**src/rtl/aad_pkg.sv**
```systemverilog
package aad_pkg;
  typedef enum logic {
    MODE_ACTIVE  = 1'b0,
    MODE_STANDBY = 1'b1
  } aad_mode_e;
endpackage

```
**src/rtl/aad_level.sv**
```systemverilog
module aad_level #(
  parameter int SAMPLE_W = 24
) (
  input  logic [SAMPLE_W-1:0] smp_left,
  input  logic [SAMPLE_W-1:0] smp_right,
  input  logic [SAMPLE_W-1:0] level_thresh,
  output logic                loud
);
  logic [SAMPLE_W-1:0] mag_l, mag_r, peak;

  // Two's complement magnitude. The most negative code maps to 2^(W-1) unsigned.
  always_comb begin
    mag_l = smp_left[SAMPLE_W-1]  ? (~smp_left  + 1'b1) : smp_left;
    mag_r = smp_right[SAMPLE_W-1] ? (~smp_right + 1'b1) : smp_right;
    peak  = (mag_l > mag_r) ? mag_l : mag_r;
    loud  = peak > level_thresh;
  end
endmodule

```
**src/rtl/aad_quiet_cnt.sv**
```systemverilog
module aad_quiet_cnt #(
  parameter int CNT_W = 20
) (
  input  logic             clk,
  input  logic             rst,
  input  logic             smp_vld,
  input  logic             loud,
  input  logic             active,
  input  logic [CNT_W-1:0] idle_limit,
  output logic             expire
);
  logic [CNT_W-1:0] cnt_q;
  logic [CNT_W:0]   cnt_inc;

  always_comb begin
    cnt_inc = {1'b0, cnt_q} + 1'b1;
    // A limit of 0 is always met, so it acts as 1.
    expire  = smp_vld && !loud && active && (cnt_inc >= {1'b0, idle_limit});
  end

  always_ff @(posedge clk) begin
    if (rst) begin
      cnt_q <= '0;
    end else if (smp_vld) begin
      if (!active || loud || expire) cnt_q <= '0;
      else                           cnt_q <= cnt_inc[CNT_W-1:0];
    end
  end

  p_loud_clears_r4: assert property (@(posedge clk) disable iff (rst)
    (smp_vld && loud && active) |=> (cnt_q == '0));
  p_idle_hold_r7: assert property (@(posedge clk) disable iff (rst)
    !smp_vld |=> $stable(cnt_q));
endmodule

```
**src/rtl/aad_mode_fsm.sv**
```systemverilog
module aad_mode_fsm
  import aad_pkg::*;
(
  input  logic clk,
  input  logic rst,
  input  logic smp_vld,
  input  logic loud,
  input  logic expire,
  output logic active,
  output logic standby,
  output logic enter_pulse,
  output logic exit_pulse
);
  aad_mode_e mode_q, mode_d;

  always_comb begin
    mode_d = mode_q;
    case (mode_q)
      MODE_ACTIVE:  if (expire)            mode_d = MODE_STANDBY;
      MODE_STANDBY: if (smp_vld && loud)   mode_d = MODE_ACTIVE;
      default:                             mode_d = MODE_ACTIVE;
    endcase
  end

  always_ff @(posedge clk) begin
    if (rst) begin
      mode_q      <= MODE_ACTIVE;
      enter_pulse <= 1'b0;
      exit_pulse  <= 1'b0;
    end else begin
      mode_q      <= mode_d;
      enter_pulse <= (mode_q == MODE_ACTIVE)  && (mode_d == MODE_STANDBY);
      exit_pulse  <= (mode_q == MODE_STANDBY) && (mode_d == MODE_ACTIVE);
    end
  end

  assign active  = (mode_q == MODE_ACTIVE);
  assign standby = (mode_q == MODE_STANDBY);

  p_wake_r5: assert property (@(posedge clk) disable iff (rst)
    (standby && smp_vld && loud) |=> !standby);
  p_idle_mode_r7: assert property (@(posedge clk) disable iff (rst)
    !smp_vld |=> ($stable(standby) && !enter_pulse && !exit_pulse));
  p_enter_edge_r6: assert property (@(posedge clk) disable iff (rst)
    enter_pulse |-> (standby && !$past(standby)));
  p_exit_edge_r6: assert property (@(posedge clk) disable iff (rst)
    exit_pulse |-> (!standby && $past(standby)));
  p_pulse_excl_r6: assert property (@(posedge clk) disable iff (rst)
    !(enter_pulse && exit_pulse));
endmodule

```
**src/rtl/aad_standby_detector.sv**
```systemverilog
module aad_standby_detector #(
  parameter int SAMPLE_W = 24,
  parameter int CNT_W    = 20
) (
  input  logic                clk,
  input  logic                rst,
  input  logic                smp_vld,
  input  logic [SAMPLE_W-1:0] smp_left,
  input  logic [SAMPLE_W-1:0] smp_right,
  input  logic [SAMPLE_W-1:0] level_thresh,
  input  logic [CNT_W-1:0]    idle_limit,
  output logic                standby,
  output logic                enter_pulse,
  output logic                exit_pulse
);
  logic loud, expire, active;

  aad_level #(.SAMPLE_W(SAMPLE_W)) level_i (
    .smp_left(smp_left), .smp_right(smp_right),
    .level_thresh(level_thresh), .loud(loud)
  );

  aad_quiet_cnt #(.CNT_W(CNT_W)) cnt_i (
    .clk(clk), .rst(rst), .smp_vld(smp_vld), .loud(loud),
    .active(active), .idle_limit(idle_limit), .expire(expire)
  );

  aad_mode_fsm fsm_i (
    .clk(clk), .rst(rst), .smp_vld(smp_vld), .loud(loud), .expire(expire),
    .active(active), .standby(standby),
    .enter_pulse(enter_pulse), .exit_pulse(exit_pulse)
  );

  p_reset_r1: assert property (@(posedge clk)
    rst |=> (!standby && !enter_pulse && !exit_pulse));
endmodule

```
**config.mk**
```make
export PLATFORM = sky130hd
export DESIGN_NAME = aad_standby_detector
export DESIGN_NICKNAME = d
export VERILOG_FILES = /design/src/rtl/aad_pkg.sv /design/src/rtl/aad_level.sv /design/src/rtl/aad_quiet_cnt.sv /design/src/rtl/aad_mode_fsm.sv /design/src/rtl/aad_standby_detector.sv
export SDC_FILE = /design/constraint.sdc
export NUM_CORES = 1
export LEC_CHECK = 0
export BUFFER_PORTS_ARGS = -buffer_cell sky130_fd_sc_hd__buf_2
export CORE_MARGIN = 8
export CORE_UTILIZATION = 35
export CTS_BUF_LIST = sky130_fd_sc_hd__clkbuf_16
export DETAILED_ROUTE_END_ITERATION = 7
export PLACE_DENSITY = 0.64
export SETUP_SLACK_MARGIN = 0.1
export SLEW_MARGIN = 0
export SYNTH_ARGS = -nofsm -noshare
export SYNTH_HDL_FRONTEND = slang
export SYNTH_SLANG_ARGS = --single-unit
export TNS_END_PERCENT = 1
```
**constraint.sdc**
```tcl
create_clock -name clk -period 11.25 [get_ports clk]
set_clock_uncertainty 0.15 [all_clocks]
set_input_delay 0.5625 -clock clk [delete_from_list [all_inputs] [get_ports clk]]
set_output_delay 0.5625 -clock clk [all_outputs]
set_load 0.05 [all_outputs]
```
==> results of run 1 <==
-- cell families (layout without fill, tap and decap cells) --
family / count (synthesis) / count (layout) / share of synthesized area [%]
simple gates: 192 / 192 / 24.11
buf+inv: 90 / 176 / 8.172
mux: 25 / 25 / 5.887
flops: 23 / 23 / 10.78
fa+ha+maj: 71 / 71 / 20.80
xor+xnor: 60 / 60 / 12.30
compound gates: 115 / 115 / 17.96
-- Yosys cell counts, drive strengths merged, types with 3 or more instances --
library cell | instances | area [um2]
and3 | 6 | 37.54
dfxtp | 23 | 460.4
a221oi | 4 | 52.56
xor2 | 42 | 367.9
a31oi | 5 | 31.28
xnor2 | 18 | 157.7
nor4 | 7 | 68.82
nor2 | 22 | 82.58
nor2b | 12 | 82.58
or3 | 3 | 23.77
a21oi | 39 | 195.2
ha | 71 | 888.4
a211oi | 5 | 37.54
a21boi | 3 | 22.52
nand2b | 6 | 37.54
nand3 | 17 | 90.09
mux2i | 24 | 240.2
o31ai | 8 | 65.06
a21o | 5 | 38.79
o211ai | 8 | 60.06
nand2 | 56 | 210.2
inv | 72 | 270.3
o41ai | 6 | 60.06
nor3b | 3 | 22.52
nand4 | 29 | 181.4
clkbuf | 11 | 41.29
or4 | 4 | 30.03
buf | 6 | 33.77
nor3 | 18 | 90.09
o21ai | 21 | 108.9
-- cell type report --
type,count,area share (%)
well taps,147,3.707
inverters,73,5.523
clock inverters,1,0.1009
clock buffers,3,1.513
repair buffers,99,10.09
multi-input cells,463,69.79
flip-flops and latches,23,9.281
-- layer usage --
| metal | part of all wire (%) | track usage, % | vias up | wire (um) |
|---|---|---|---|---|
| li1 | - | - | 2237 | - |
| met1 | 45 | 18.69 | 1995 | 5592 |
| met2 | 48 | 27.01 | 104 | 6043 |
| met3 | 4.8 | 2.053 | 20 | 606 |
| met4 | 2.1 | 4.246 | 0 | 261 |
| met5 | 0 | 0 | - | 0 |
-- worst max-delay path: stages --
cell and delay [ps]:
buf_2 120, nor3_1 320, nand2_1 230, nor3_1 190, nand2_1 170, o41ai_1 390, xor2_1 260, inv_1 70
ha_1 310, nand4_1 90, nor2_1 190, nand2_1 90, or4_1 550, o21ai_2 170, buf_4 400, mux2i_1 260
ha_1 270, nand4_1 170, nor2_1 70, a221oi_1 240, o211ai_1 210, a221oi_4 890, and2_1 260, a32o_1 180
-- metrics by stage --
step	cells	hold WS [ps]	total power (W)	area (um2)
floorplan	576	312.4	0.0002293	4272
global placement	805	322.5	0.0002831	4881
detailed placement	805	329.7	0.0002902	4881
CTS	809	340.7	0.0003700	4961
global route	809	373.5	0.0003990	4961
finish	809	345.2	0.0003687	4961
-- how the worst max path moves through the flow --
stage                startpoint               to  slack [ps]  cells past startpoint
finish              smp_left[3]  cnt_i.cnt_q[14]        4620                     24
global route        smp_left[3]  cnt_i.cnt_q[15]        4000                     24
CTS                 smp_left[3]  cnt_i.cnt_q[14]        4570                     24
detailed placement  smp_left[3]  cnt_i.cnt_q[14]        4330                     24
global placement    smp_left[3]  cnt_i.cnt_q[13]        4390                     24
floorplan           smp_left[7]  cnt_i.cnt_q[11]        5680                     24
-- sequential cells by signal (all words and copies together) (netlist names) --
name / flops
fsm_i.exit_pulse: 1
fsm_i.standby: 1
cnt_i.cnt_q: 20
fsm_i.enter_pulse: 1
-- where the power goes --
group          internal [W]  leakage (nW)  switching (W)
clock             0.0000479        0.0409      0.0000310
combinational     0.0000880          2.29       0.000118
sequential        0.0000822         0.185     0.00000131
==> results.py, run 1 <==
metrics = {
    "run_status": {
        "status": "finished clean",
    },
    "cells_and_area": {
        "utilization_pct": 41.47,
        "multiInputGateArea_um2": 3462,
        "regArea_um2": 460.4,
        "fin_nets": 829,
        "final_common_cell": "buf_2",
        "n_antenna_cell": 0,
        "drive_above_1_share_pct": 17.67,
        "nFillCells": 1221,
        "syn_to_final_growth_pct": 16.14,
        "final_cell_mix": "97 x buf_2, 72 x inv_1, 71 x ha_1, 56 x nand2_1, 42 x xor2_1",
    },
    "hold_path": {
        "whs_path_depth": 2,
        "worstHoldStart": "cnt_i.cnt_q[10]",
        "whs_endpoint": "cnt_i.cnt_q[10]",
        "hp-class": "register to register",
    },
    "timing": {
        "max_freq_ghz": 0.1508,
        "slew_headroom_pct": 36.00,
        "tns_ps": 0,
        "finalHoldViolCount": 0,
        "slew_violations": 0,
        "fin_crit_sh_pct": 58.95,
        "worstMarginPinSlew_ps": 960.0,
        "setup_slack_ps": 4618,
        "fin_crit_ps": 6632,
        "rsz0062_at_grt": "false",
        "finalSetupViolations": 0,
    },
    "global_route": {
        "track_usage_pct": 15.21,
        "antenna_found_initial": 0,
        "grt_remaining_overflow": 0,
        "grt_pass1_wl_um": 20820,
        "grt_max_degree": 28,
        "grt_pass1_vias": 4553,
    },
    "pwr": {
        "p_leak_nw": 2.515,
        "powerDensity_nw_per_um2": 74.33,
        "irDropWorstVdd_mv": 0.06466,
    },
    "critical_path": {
        "critical_path_arrival_ps": 6680,
        "path_class": "input port to register",
        "ff2ff_path_depth": 12,
        "crit_path_start_kind": "input port",
        "crit_required_ps": 11300,
        "r2r_slack_ps": 6820,
        "endpoint_kind": "register",
        "r2r_end": "cnt_i.cnt_q[14]",
        "worst-path-max-fanout": 24,
        "crit-reg2reg-launch": "cnt_i.cnt_q[5]",
    },
    "detailed_routing": {
        "vias": 4356,
        "drt-initial-drc-count": 202,
        "drtPass1Iterations": 4,
        "viasPerCell": 5.384,
        "wirelength_um": 12500,
        "antenna_left": 0,
        "post_drt_wl_per_cell_um": 15.45,
        "drcViolationCount": 0,
    },
    "die": {
        "core-area_um2": 11960,
        "die_h_um": 126.5,
        "die_area_um2": 16000,
        "num_rows": 40,
        "start_util_pct": 35.71,
        "die_w_um": 126.5,
        "ios": 98,
    },
    "clock_tree": {
        "postCtsSetupRepairBufs": 0,
        "cts_tree": "yes",
        "cts_buffer_depth": 2,
        "cts-root-buf": "clkbuf_16",
        "htreeDepth": 1,
        "postCtsHoldBufs": 0,
        "cts_sinks": 23,
        "cts_resized": 0,
        "path_clk_slew_ps": 60,
        "numCtsBuffers": 3,
        "insertion_delay_ps": 260,
    },
    "synth": {
        "synthCells": 576,
        "ys_ff_latch": 23,
        "ys_async_sr_fraction_pct": 0,
        "synth_area_um2": 4272,
        "syn_avg_cell_area_um2": 7.416,
        "synth_cell_types": 58,
        "synth_seq_area_share_pct": 10.78,
        "yosysWarningCount": 0,
        "synth_edf_count": 0,
        "synthFlopType": "dfxtp_1",
        "synth_nets": 742,
    },
    "job": {
        "max_cap_violations": 0,
    },
    "place": {
        "port_buffers": 97,
        "gp_congestion": 0.9178,
        "dp_hpwl_um": 10590,
        "dp_slack_ps": 4326,
    },
}
Power figures use the tool's default switching activity.
==> inputs of run 2 (changes only) <==
--- a/config.mk
+++ b/config.mk
@@ -10,7 +10,7 @@
 export CORE_UTILIZATION = 35
 export CTS_BUF_LIST = sky130_fd_sc_hd__clkbuf_16
 export DETAILED_ROUTE_END_ITERATION = 7
-export PLACE_DENSITY = 0.64
+export PLACE_DENSITY = 0.66
 export SETUP_SLACK_MARGIN = 0.1
 export SLEW_MARGIN = 0
 export SYNTH_ARGS = -nofsm -noshare
==> constraint.sdc (replaced) <==
create_clock -name clk -period 6 [get_ports clk]
set_clock_uncertainty 0.15 [all_clocks]
set_input_delay 0.3 -clock clk [delete_from_list [all_inputs] [get_ports clk]]
set_output_delay 0.3 -clock clk [all_outputs]
set_load 0.05 [all_outputs]
==> run 2 against run 1 <==
Against the previous run:
- core utilization grew 2.0 points
- global-route usage shrank 0.052 points
- first-iteration DRC count grew 42%
- hold slack lost 47 ps
- critical endpoint is now cnt_i.cnt_q[3]
- largest cell class unchanged
- highest routed layer unchanged
==> results.py, run 2 (synthesized netlist as in run 1, its figures left out) <==
metrics = {
    "pwr": {
        "irDropWorstVdd_mv": 0.1093,
        "powerDensity_nw_per_um2": 146.2,
        "p_int_w": 0.0004541,
        "power_frac_comb_pct": 60.0,
        "p_seq_share_pct": 20.6,
        "netSwitchingPower_w": 0.0003061,
        "clkPwrFrac_pct": 19.4,
        "switching_share_pct": 40.27,
        "p_leak_nw": 2.633,
    },
    "detailed_routing": {
        "drt-initial-drc-count": 287,
        "drcViolationCount": 0,
        "drtPass1Iterations": 4,
        "post_drt_wl_per_cell_um": 15.75,
        "vias": 4495,
        "antenna_left": 0,
        "viasPerCell": 5.468,
        "wirelength_um": 12950,
    },
    "timing": {
        "fin_crit_sh_pct": 93.83,
        "finalSetupViolations": 0,
        "tns_ps": 0,
        "worstMarginPinSlew_ps": 864.3,
        "slew_violations": 0,
        "rsz0062_at_grt": "false",
        "fin_crit_ps": 5630,
        "max_freq_ghz": 0.1776,
        "finalHoldViolCount": 0,
        "slew_headroom_pct": 42.17,
    },
    "critical_path": {
        "crit-reg2reg-launch": "cnt_i.cnt_q[5]",
        "ff2ff_path_depth": 12,
        "r2r_end": "cnt_i.cnt_q[14]",
        "path_class": "input port to register",
        "r2r_slack_ps": 1670,
        "crit_path_start_kind": "input port",
        "max_stage_delay_ps": 580,
        "worst-path-max-fanout": 12,
        "cpMostUsedCell": "a21oi_1",
        "cp_slowest_cell": "or4_1",
        "endpoint_kind": "register",
        "critical_path_arrival_ps": 5670,
        "crit_required_ps": 6040,
    },
    "cells_and_area": {
        "multiInputGateArea_um2": 3540,
        "fin_nets": 842,
        "drive_above_1_share_pct": 20.30,
        "instances_no_fill": 822,
        "largest_reg_flops": 20,
        "nFillCells": 1172,
        "n_antenna_cell": 0,
        "syn_to_final_growth_pct": 21.70,
        "regMostFlops": "cnt_i.cnt_q",
        "regArea_um2": 460.4,
        "final_common_cell": "buf_2",
        "final_cell_mix": "97 x buf_2, 73 x inv_1, 71 x ha_1, 56 x nand2_1, 42 x xor2_1",
    },
    "global_route": {
        "grt_pass1_vias": 4490,
        "grt_pass1_wl_um": 20740,
        "track_usage_pct": 15.16,
        "antenna_found_initial": 0,
        "grt_remaining_overflow": 0,
        "grt_max_degree": 28,
    },
    "clock_tree": {
        "numCtsBuffers": 3,
        "cts-root-buf": "clkbuf_16",
        "cts_sinks": 23,
        "htreeDepth": 1,
        "cts_tree": "yes",
        "insertion_delay_ps": 260,
        "cts_buffer_depth": 2,
        "path_clk_slew_ps": 60,
        "postCtsHoldBufs": 0,
    },
    "place": {
        "dp_hpwl_um": 10530,
        "port_buffers": 97,
        "gp_congestion": 0.9244,
        "place_inst": 807,
    },
    "job": {
        "max_cap_violations": 0,
    },
    "die": {
        "ios": 98,
        "start_util_pct": 35.71,
        "die_h_um": 126.5,
        "die_area_um2": 16000,
        "core-area_um2": 11960,
        "die_w_um": 126.5,
        "num_rows": 40,
    },
    "hold_path": {
        "worstHoldStart": "smp_vld",
        "hp-class": "input port to register",
        "whs_endpoint": "cnt_i.cnt_q[9]",
        "whs_path_depth": 3,
    },
    "run_status": {
        "status": "finished clean",
    },
}
-- run 2: cell count changes in the layout (fill, tap and decap cells not counted), sizes merged --
cell / delta
clkinv: -1
inv: +1
clkbuf: +2
buf: +11
-- run 2: area by class of cell --
cell class	count	share of cell area, %
well taps	147	3.538
clock inverters	1	0.07220
repair buffers	112	12.73
inverters	73	5.271
clock buffers	3	1.444
flip-flops and latches	23	8.857
multi-input cells	463	68.09
-- run 2: worst max-delay path, delay by kind of cell --
family,cells,cell delay [ps]
AOI/OAI and AO/OA,7,1260
xor gates and xnor gates,1,260
adders and majority gates,2,580
buffers and inverters,6,840
muxes,1,200
and+or+nand+nor,10,2210
-- run 2: worst max-delay path by stage --
stage,startpoint,end,slack (ps),cells past startpoint
final,smp_left[7],cnt_i.cnt_q[3],370,27
after global routing,smp_right[2],cnt_i.cnt_q[17],30,25
after CTS,smp_right[5],cnt_i.cnt_q[1],370,24
after detailed placement,smp_left[7],cnt_i.cnt_q[1],110,25
after global placement,smp_left[7],cnt_i.cnt_q[13],200,25
after floorplan,smp_left[7],cnt_i.cnt_q[11],690,24
-- run 2: per-stage QoR --
stage          hold WS (ps)  area, um2  setup slack (ps)  power [W]  utilization (%)
2_1_floorplan         312.4       4272             692.8  0.0004299                -
3_3_place_gp          321.6       4921             197.3  0.0005462            41.14
3_5_place_dp          334.6       4921             105.3  0.0005609            41.14
4_1_cts               303.5       5000             370.2  0.0007083            41.80
5_1_grt               317.1       5199             34.56  0.0008178            43.46
6_report              298.1       5199             370.5  0.0007601            43.46
-- run 2: power by group through the flow --
stage	Sequential (W)	Combinational, W	Clock (W)
final	0.000157	0.000456	0.000147
after global routing	0.000157	0.000507	0.000154
after CTS	0.000157	0.000404	0.000148
after detailed placement	0.000160	0.000401	0
after global placement	0.000160	0.000386	0
after floorplan	0.000159	0.000270	0
-- run 2: timing repair --
| action | 4_1_cts | 5_1_grt |
|---|---|---|
| resized for setup | 0 | 12 |
| buffers inserted | 0 | 8 |
| setup endpoints to repair | 0 | 16 |
-- run 2: metal layers --
metal / vias to the layer above / routed length (um) / GRT usage (%)
met5: - / 0 / 0
met1: 2098 / 5651 / 19.11
li1: 2257 / - / -
met3: 14 / 771 / 2.095
met2: 126 / 6360 / 26.98
met4: 0 / 163 / 2.619
